<file path="config.mk">
export PLATFORM = sky130hd
export DESIGN_NAME = rr_host_rx
export DESIGN_NICKNAME = d
export VERILOG_FILES = /design/src/rtl/rr_pkg.sv /design/src/rtl/rr_len_table.sv /design/src/rtl/rr_seq.sv /design/src/rtl/rr_host_rx.sv
export SDC_FILE = /design/constraint.sdc
export NUM_CORES = 1
export LEC_CHECK = 0
export ABC_CLOCK_PERIOD_IN_PS = 4800
export BUFFER_PORTS_ARGS = -buffer_cell sky130_fd_sc_hd__buf_2
export CORE_MARGIN = 3
export CORE_UTILIZATION = 30
export DETAILED_ROUTE_END_ITERATION = 10
export SLEW_MARGIN = 0
export SYNTH_ARGS = -nofsm -noshare
export SYNTH_HDL_FRONTEND = slang
export SYNTH_SLANG_ARGS = --single-unit
</file>
<file path="constraint.sdc">
create_clock -name clk -period 4.8 [get_ports clk]
set_input_delay 1.44 -clock clk [delete_from_list [all_inputs] [get_ports clk]]
set_output_delay 1.44 -clock clk [all_outputs]
set_load 0.02 [all_outputs]
</file>
<file path="src/rtl/rr_pkg.sv">
package rr_pkg;

    localparam int BYTE_W = 8;
    localparam logic [BYTE_W-1:0] NULL_BYTE = '0;

    typedef enum logic [2:0] {
        S_IDLE,
        S_START,
        S_OPC,
        S_BODY,
        S_STOP
    } rr_state_e;

    typedef struct packed {
        logic              valid;
        logic [BYTE_W-1:0] data;
        logic              sop;
        logic              eop;
    } rr_beat_t;

    function automatic logic is_null(input logic [BYTE_W-1:0] b);
        return b == NULL_BYTE;
    endfunction

endpackage

</file>
<file path="src/rtl/rr_len_table.sv">
module rr_len_table
    import rr_pkg::*;
#(
    parameter int DEPTH = 8,
    parameter int LEN_W = 6,
    localparam int IDX_W = (DEPTH > 1) ? $clog2(DEPTH) : 1
) (
    input  logic              clk,
    input  logic              rst,
    input  logic              cfg_we,
    input  logic [IDX_W-1:0]  cfg_idx,
    input  logic [BYTE_W-1:0] cfg_opcode,
    input  logic [LEN_W-1:0]  cfg_len,
    input  logic [BYTE_W-1:0] key,
    output logic              hit,
    output logic [LEN_W-1:0]  hit_len
);

    logic              ent_vld [DEPTH];
    logic [BYTE_W-1:0] ent_opc [DEPTH];
    logic [LEN_W-1:0]  ent_len [DEPTH];

    for (genvar g = 0; g < DEPTH; g++) begin : g_ent
        always_ff @(posedge clk) begin
            if (rst) begin
                ent_vld[g] <= 1'b0;
                ent_opc[g] <= '0;
                ent_len[g] <= '0;
            end else if (cfg_we && cfg_idx == IDX_W'(g)) begin
                ent_vld[g] <= 1'b1;
                ent_opc[g] <= cfg_opcode;
                ent_len[g] <= cfg_len;
            end
        end
    end

    // Scan from the top so the lowest matching index wins.
    always_comb begin
        hit     = 1'b0;
        hit_len = '0;
        for (int i = DEPTH - 1; i >= 0; i--) begin
            if (ent_vld[i] && ent_opc[i] == key && ent_len[i] != '0) begin
                hit     = 1'b1;
                hit_len = ent_len[i];
            end
        end
    end

    p_hit_len_r9: assert property (@(posedge clk) disable iff (rst)
        hit |-> hit_len != '0);

endmodule

</file>
<file path="src/rtl/rr_seq.sv">
module rr_seq
    import rr_pkg::*;
#(
    parameter int LEN_W = 6
) (
    input  logic              clk,
    input  logic              rst,
    input  logic              irq_n,
    input  logic [BYTE_W-1:0] byte_rx,
    input  logic              byte_ack,
    input  logic              hit,
    input  logic [LEN_W-1:0]  hit_len,
    output logic              byte_req,
    output logic              bus_start,
    output logic              bus_stop,
    output rr_beat_t          beat,
    output logic              err_null,
    output logic              err_unknown
);

    localparam logic [LEN_W-1:0] ONE = LEN_W'(1);

    rr_state_e        state, state_n;
    logic             null_seen, null_n;
    logic [LEN_W-1:0] remain, remain_n;
    rr_beat_t         beat_n;
    logic             en_n, eu_n;

    assign byte_req  = (state == S_OPC) || (state == S_BODY);
    assign bus_start = (state == S_START);
    assign bus_stop  = (state == S_STOP);

    always_comb begin
        state_n  = state;
        null_n   = null_seen;
        remain_n = remain;
        beat_n   = '0;
        en_n     = 1'b0;
        eu_n     = 1'b0;
        unique case (state)
            S_IDLE: if (!irq_n) state_n = S_START;
            S_START: begin
                null_n  = 1'b0;
                state_n = S_OPC;
            end
            S_OPC: if (byte_ack) begin
                if (is_null(byte_rx)) begin
                    if (null_seen) begin
                        en_n    = 1'b1;
                        state_n = S_STOP;
                    end else begin
                        null_n = 1'b1;
                    end
                end else if (!hit) begin
                    eu_n    = 1'b1;
                    state_n = S_STOP;
                end else begin
                    null_n   = 1'b0;
                    beat_n   = '{valid: 1'b1, data: byte_rx, sop: 1'b1,
                                 eop: (hit_len == ONE)};
                    remain_n = hit_len - ONE;
                    if (hit_len == ONE) state_n = irq_n ? S_STOP : S_OPC;
                    else                state_n = S_BODY;
                end
            end
            S_BODY: if (byte_ack) begin
                beat_n   = '{valid: 1'b1, data: byte_rx, sop: 1'b0,
                             eop: (remain == ONE)};
                remain_n = remain - ONE;
                if (remain == ONE) begin
                    null_n  = 1'b0;
                    state_n = irq_n ? S_STOP : S_OPC;
                end
            end
            S_STOP:  state_n = S_IDLE;
            default: state_n = S_IDLE;
        endcase
    end

    always_ff @(posedge clk) begin
        if (rst) begin
            state       <= S_IDLE;
            null_seen   <= 1'b0;
            remain      <= '0;
            beat        <= '0;
            err_null    <= 1'b0;
            err_unknown <= 1'b0;
        end else begin
            state       <= state_n;
            null_seen   <= null_n;
            remain      <= remain_n;
            beat        <= beat_n;
            err_null    <= en_n;
            err_unknown <= eu_n;
        end
    end

    p_start_then_req_r2: assert property (@(posedge clk) disable iff (rst)
        bus_start |=> byte_req && !bus_start);
    p_stop_then_idle_r6: assert property (@(posedge clk) disable iff (rst)
        bus_stop |=> !byte_req && !bus_stop);
    p_sop_nonnull_r4: assert property (@(posedge clk) disable iff (rst)
        beat.valid && beat.sop |-> beat.data != NULL_BYTE);
    p_events_excl_r5: assert property (@(posedge clk) disable iff (rst)
        $onehot0({beat.valid, err_null, err_unknown}));
    p_null_err_src_r5: assert property (@(posedge clk) disable iff (rst)
        err_null |-> $past(byte_ack) && $past(byte_rx) == NULL_BYTE);
    p_err_stops_r8: assert property (@(posedge clk) disable iff (rst)
        (err_null || err_unknown) |-> bus_stop);
    p_body_len_r3: assert property (@(posedge clk) disable iff (rst)
        state == S_BODY |-> remain != '0);

endmodule

</file>
<file path="src/rtl/rr_host_rx.sv">
module rr_host_rx
    import rr_pkg::*;
#(
    parameter int TBL_DEPTH = 8,
    parameter int LEN_W     = 6,
    localparam int IDX_W    = (TBL_DEPTH > 1) ? $clog2(TBL_DEPTH) : 1
) (
    input  logic              clk,
    input  logic              rst,
    input  logic              irq_n,
    input  logic [BYTE_W-1:0] byte_rx,
    input  logic              byte_ack,
    output logic              byte_req,
    output logic              bus_start,
    output logic              bus_stop,
    input  logic              cfg_we,
    input  logic [IDX_W-1:0]  cfg_idx,
    input  logic [BYTE_W-1:0] cfg_opcode,
    input  logic [LEN_W-1:0]  cfg_len,
    output logic              out_valid,
    output logic [BYTE_W-1:0] out_data,
    output logic              out_sop,
    output logic              out_eop,
    output logic              err_null,
    output logic              err_unknown
);

    logic             hit;
    logic [LEN_W-1:0] hit_len;
    rr_beat_t         beat;

    rr_len_table #(.DEPTH(TBL_DEPTH), .LEN_W(LEN_W)) tbl_i (
        .clk        (clk),
        .rst        (rst),
        .cfg_we     (cfg_we),
        .cfg_idx    (cfg_idx),
        .cfg_opcode (cfg_opcode),
        .cfg_len    (cfg_len),
        .key        (byte_rx),
        .hit        (hit),
        .hit_len    (hit_len)
    );

    rr_seq #(.LEN_W(LEN_W)) seq_i (
        .clk         (clk),
        .rst         (rst),
        .irq_n       (irq_n),
        .byte_rx     (byte_rx),
        .byte_ack    (byte_ack),
        .hit         (hit),
        .hit_len     (hit_len),
        .byte_req    (byte_req),
        .bus_start   (bus_start),
        .bus_stop    (bus_stop),
        .beat        (beat),
        .err_null    (err_null),
        .err_unknown (err_unknown)
    );

    assign out_valid = beat.valid;
    assign out_data  = beat.data;
    assign out_sop   = beat.sop;
    assign out_eop   = beat.eop;

    p_no_start_stop_r2: assert property (@(posedge clk) disable iff (rst)
        !(bus_start && bus_stop));
    p_no_beat_in_stop_r6: assert property (@(posedge clk) disable iff (rst)
        bus_stop |=> !out_valid);

endmodule

</file>
[Word-level counts from Yosys, hierarchy flattened]
Memories as Yosys holds them, arrays and structs flattened.
Index checks and enable logic that the tools add are counted.
Widths: inputs -> output; s select.
Operators by class
  bitwise operators: 27
  muxes and demuxes: 94
  reduce and logical (&&, ||, !) cells: 43
  add/sub/neg operators: 2
  equality and inequality tests: 29
Operators with widths (count)
  $mux 6: 20
  $eq 8x8->1: 8
  $mux 8: 8
  $mux 1: 49
  $reduce_bool 6->1: 8
  $mux 11: 4
  $mux 3: 9
  $logic_and 1x1->1: 24
  $or 1x1->1: 24
  $pmux 11 s2: 1
  $eq 3x3->1 const B: 5
  $reduce_and 5->1: 3
  $eq 3x2->1 const B: 4
  $eq 6x1->1 const B: 2
  $pmux 3 s4: 1
  $pmux 6 s2: 1
  $sub 6x1->6 const B: 2
  $ne 2x2->1 const B: 5
  $logic_not 8->1: 1
  $reduce_or 4->1: 2
  $eq 3x1->1 const B: 2
  $logic_not 3->1: 2
  $ne 3x2->1 const B: 2
  $not 1->1: 3
  other kinds (5): 5
Storage, ports and cells
  input port bits: 30
  bits in registers: 23
  memory bits (writable): 120
  memories: 3
  output and inout port bits: 16
Memories
  tbl_i.ent_opc: depth 8, width 8, rd ports 8, clocked after memory_dff 0, write ports 8, line rr_len_table.sv:20  | logic [BYTE_W-1:0] ent_opc [DEPTH];
  tbl_i.ent_len: depth 8, width 6, rd ports 8, clocked after memory_dff 0, write ports 8, line rr_len_table.sv:21  | logic [LEN_W-1:0] ent_len [DEPTH];
  tbl_i.ent_vld: depth 8, width 1, rd ports 8, clocked after memory_dff 0, write ports 8, line rr_len_table.sv:19  | logic ent_vld [DEPTH];

[Longest topological paths before layout]
  word-level depth: 17
  mapped depth: 13
  gate-level depth less buffers: 11

[Hierarchy]
A second synthesis with hierarchy kept.
Second synthesis, totals
  cells, all modules: 614
  area, all modules: 7163.1 um2
Modules (own cells, without submodules)
  rr_len_table: cells an instance 466, area an instance 5866.9 um2, times used 1
  rr_seq: cells an instance 148, area an instance 1296.2 um2, times used 1

[Worst setup path before layout]
OpenSTA, ideal clock, no wires.
  path kind: input port to flip-flop
  start point: input byte_rx[6]
  end point: register seq_i.state[0]
  path slack: 0.843 ns
  data arrival time: 3.821 ns
  stages: 12
  buffers on the path: 1
  cells stage by stage: buf_6 > xor2_1 > or4_4 > nor3_4 > nor2_2 > a21boi_1 > o32a_1 > inv_1 > ha_1 > inv_1 > nor4_1 > o21ai_0
On the way
  longest elaborated chain between the ends: 17
  elaborated cells on any way between the ends: 49
Ends and longest elaborated chain
  from (decl): line rr_host_rx.sv:11  | input logic [BYTE_W-1:0] byte_rx,
  $eq 8x8->1: line rr_len_table.sv:42  | if (ent_vld[i] && ent_opc[i] == key && ent_len[i] != '0) begin
  $logic_and 1x1->1 (2 in a row): line rr_len_table.sv:42
  $mux 6 (8 in a row): line rr_len_table.sv:42
  $eq 6x1->1: line rr_seq.sv:62  | if (hit_len == ONE) state_n = irq_n ? S_STOP : S_OPC;
  $mux 3: line rr_seq.sv:62
  $mux 3: line rr_seq.sv:54  | end else if (!hit) begin
  $mux 3: line rr_seq.sv:47  | if (is_null(byte_rx)) begin
  $mux 3: line rr_seq.sv:46  | S_OPC: if (byte_ack) begin
  $pmux 3 s4: line rr_seq.sv:40  | unique case (state)
  to (signal assigned): line rr_seq.sv:89  | state <= state_n;
  to (decl): line rr_seq.sv:23  | rr_state_e state, state_n;
Several ways; a longest one is shown, not always the timed one. The select of a mux whose other input is x is not followed.
A chain may end at the register's enable or synchronous reset.

[Final worst setup path]
Ends and elaborated chain as after synthesis.

==> impl_results.md <==
- Hold_buf cts: 0
- VDD IR max: 0.198 mV
- Cell with the most instances after synthesis: and2_1
- Ys Warns: 0
- Avg Cell Area, Syn: 11.5 sq um
- Slew margin rel.: 0.365
- Yosys top cell by area: edfxtp_1
- FMAX: 253 MHz
- Critical Path Fanout Max: 10
- Post-cts resize count: 0
- FF+latch count, synth: 143
- CTS tree: done
- Initial DRC Count: 415
- Crit end category: flop
- Synth area leaders: edfxtp_1 (50%), and2_1 (11%), xnor2_1 (7.1%)
- Share of layout cells above drive strength 1: 0.166
- Critical path's top delay family: simple AND/OR/NAND/NOR gates
- Max-slew violations: 0
- Crit-path max cell delay: 570 ps
- EDFF count, synth: 119
- Worst Setup Start Kind: input port
- Final hold vios: 0
- Largest net degree at the start of global routing: 24
- Mapped Cells: 626
- Synth Cell Area: 0.00719 sq mm
- Total CTS buffers: 17
- Share of the synthesized area in the top cell type: 0.497
- Multi-input logic area: 0.00296 sq mm
- CTS root buf: clkbuf_16
- Worst Path Buf+Inv: 3
- Insertion delay to the later sink of the worst-skew pair: 430 ps
- Die width: 161 um
- Placed inst area: 0.00778 sq mm
- Routed Antenna Nets: 0
- RR Startpoint: tbl_i.ent_len[0][15]
- Total gr overflow: 0
- Setup TNS: 0 ps
- Max Root-Sink Buffers: 2
- Critical Setup Path Class: input port to flop
- Drc violations: 0
- Worst path arrival time: 4230 ps
- Drt first pass iters: 4
- Final core occ: 0.356
- Run status: completed
- Syn_nets: 660
- Initial antenna violation count: 0
- Fillers: 2381
- Via Count: 4855
- Crit path from: byte_rx[6]
- Via density: 4.80
- Die height: 161 um
- First-pass GRT wire length: 28300 um
- Area grow syn2layout: 16.4%
- Nets: 713
- Crit path required time: 5080 ps
- Fin worst setup slack: 850 ps
- Post-CTS Setup Inserts: 0
- Leakage: 2.99 nW
- Max cap viols: 0
- Clock net sink count: 143
- Hold Startpoint: seq_i.null_seen
- Final HPWL from detailed placement: 13100 um
- Hold WC Path Type: flop to flop
- Average wire per standard cell: 17.7 um
- # IOs: 46
- Ys flop type: edfxtp_1
- Gr usage total: 0.143
- Design area: 0.00837 sq mm
- Core area: 0.0235 sq mm
- CP Cell Sequence: buf_2 > xor2_1 > or4_4 > nor3_4 > nor2_2 > a21boi_1 > o32a_1 > inv_1 > ha_1 > inv_1 > nor4_1 > o21ai_0
- Starting Density: 0.305
- Final WL: 17800 um
- Power Density: 375 mW/mm^2
- Tmin final: 3950 ps
- Row count: 56
- Vias in the first global route: 4921
- CP max stage cell: or4_4
- Non-Filler Instances: 1011
- Unique masters post-synth: 73
- Worst-path clk slew: 60 ps
- Sequential area share after synthesis: 0.564
- # setup viols final: 0
- Die area: 0.0259 sq mm
- Seq. cell area: 0.00405 sq mm
- Top cells by count, synth: and2_1 (125), edfxtp_1 (119), xnor2_1 (58)
- Final period utilization: 0.823
- Ant. Diodes: 0
- RSZ-0062 raised after global routing: no
- Clock Skews: 16.0 ps
- CTS H-Tree Depth: 4
- Dpl cells: 979
- GP Congestion: 0.842
- Most used cell, CP: inv_1
- Post-synth ARST share: 0
- Port bufs: 45
- Post-Place Setup Slack: 377 ps
- Actual slew at the worst max-slew pin: 949 ps
[per-stage QoR]
stage | hold slack, ps | total power [W]
finish | 469 | 0.00314
global route | 496 | 0.00327
CTS | 469 | 0.00317
detailed placement | 461 | 0.00185
global placement | 458 | 0.00185
floorplan | 437 | 0.00174
[worst reg2reg max path, cell delays in order (launching register included)]
cell and delay [ps]:
edfxtp_1 400, or4_1 530, nor3_1 360, nor4_2 120, buf_4 180, or3_1 400, a211oi_1 330, o221ai_1 290
and4bb_2 310, xnor2_1 240, o22ai_1 120
[final cells by class]
cell class              count  share of cell area
inverters                  11             0.00493
clock inverters            12              0.0127
clock buffers              20              0.0584
repair buffers             58              0.0386
well taps                 319              0.0477
multi-input cells         448               0.353
flip-flops and latches    143               0.484
[layout by cell type, fill, tap and decap left out, types with 3 or more instances in the layout]
master,n
o21bai_1,6
nand4_1,9
or4_1,7
o21ai_0,9
and4_1,3
nand3_1,16
nand2_1,31
nor2_1,38
inv_1,11
dfxtp_1,24
buf_2,45
nor4_2,3
inv_8,3
nor4_1,11
xor2_1,9
inv_6,5
a21oi_1,14
buf_4,13
or3_1,4
and3_1,3
edfxtp_1,119
a311oi_1,4
o221ai_1,3
nor3_1,18
a31o_2,4
a211oi_1,9
xnor2_1,58
and2_1,125
nand2b_1,8
ha_1,4
clkbuf_16,19
[cells by family (layout without fill, tap and decap cells)]
logic type,Yosys count,after routing,synth area share
adder cells (fa/ha/maj),4,4,0.00696
multiplexers,1,1,0.00139
flip-flops,143,143,0.564
AND/OR/NAND/NOR,297,297,0.240
buffers and inverters,35,101,0.0249
AO/OA/AOI/OAI,79,79,0.0811
XOR/XNOR,67,67,0.0816
[worst paths after layout]
kind / end / slack [ps] / cells past startpoint
setup / recovery: seq_i.state[0] / 850 / 12
hold / removal: seq_i.err_null / 470 / 2
setup reg to reg: seq_i.remain[3] / 1400 / 10
hold reg to reg: seq_i.err_null / 470 / 2
[state kept, by name, indices dropped and copies added, names as in the netlist]
name,cells
tbl_i.ent_len,48
seq_i.err_null,1
seq_i.err_unknown,1
seq_i.remain,6
tbl_i.ent_vld,8
seq_i.beat,11
seq_i.state,3
tbl_i.ent_opc,64
seq_i.null_seen,1
[where the power goes]
part | internal, W | total [W] | switching [W]
clock network | 0.000757 | 0.00132 | 0.000559
registers | 0.00143 | 0.00149 | 0.0000617
logic | 0.000126 | 0.000329 | 0.000203
[per-layer routing]
metal | global-route usage | share of wire
met2 | 0.220 | 0.46
met1 | 0.195 | 0.48
met4 | 0.0555 | 0.024
met5 | 0 | 0
met3 | 0.0369 | 0.041
No activity file was read; power rests on OpenSTA's default activity.
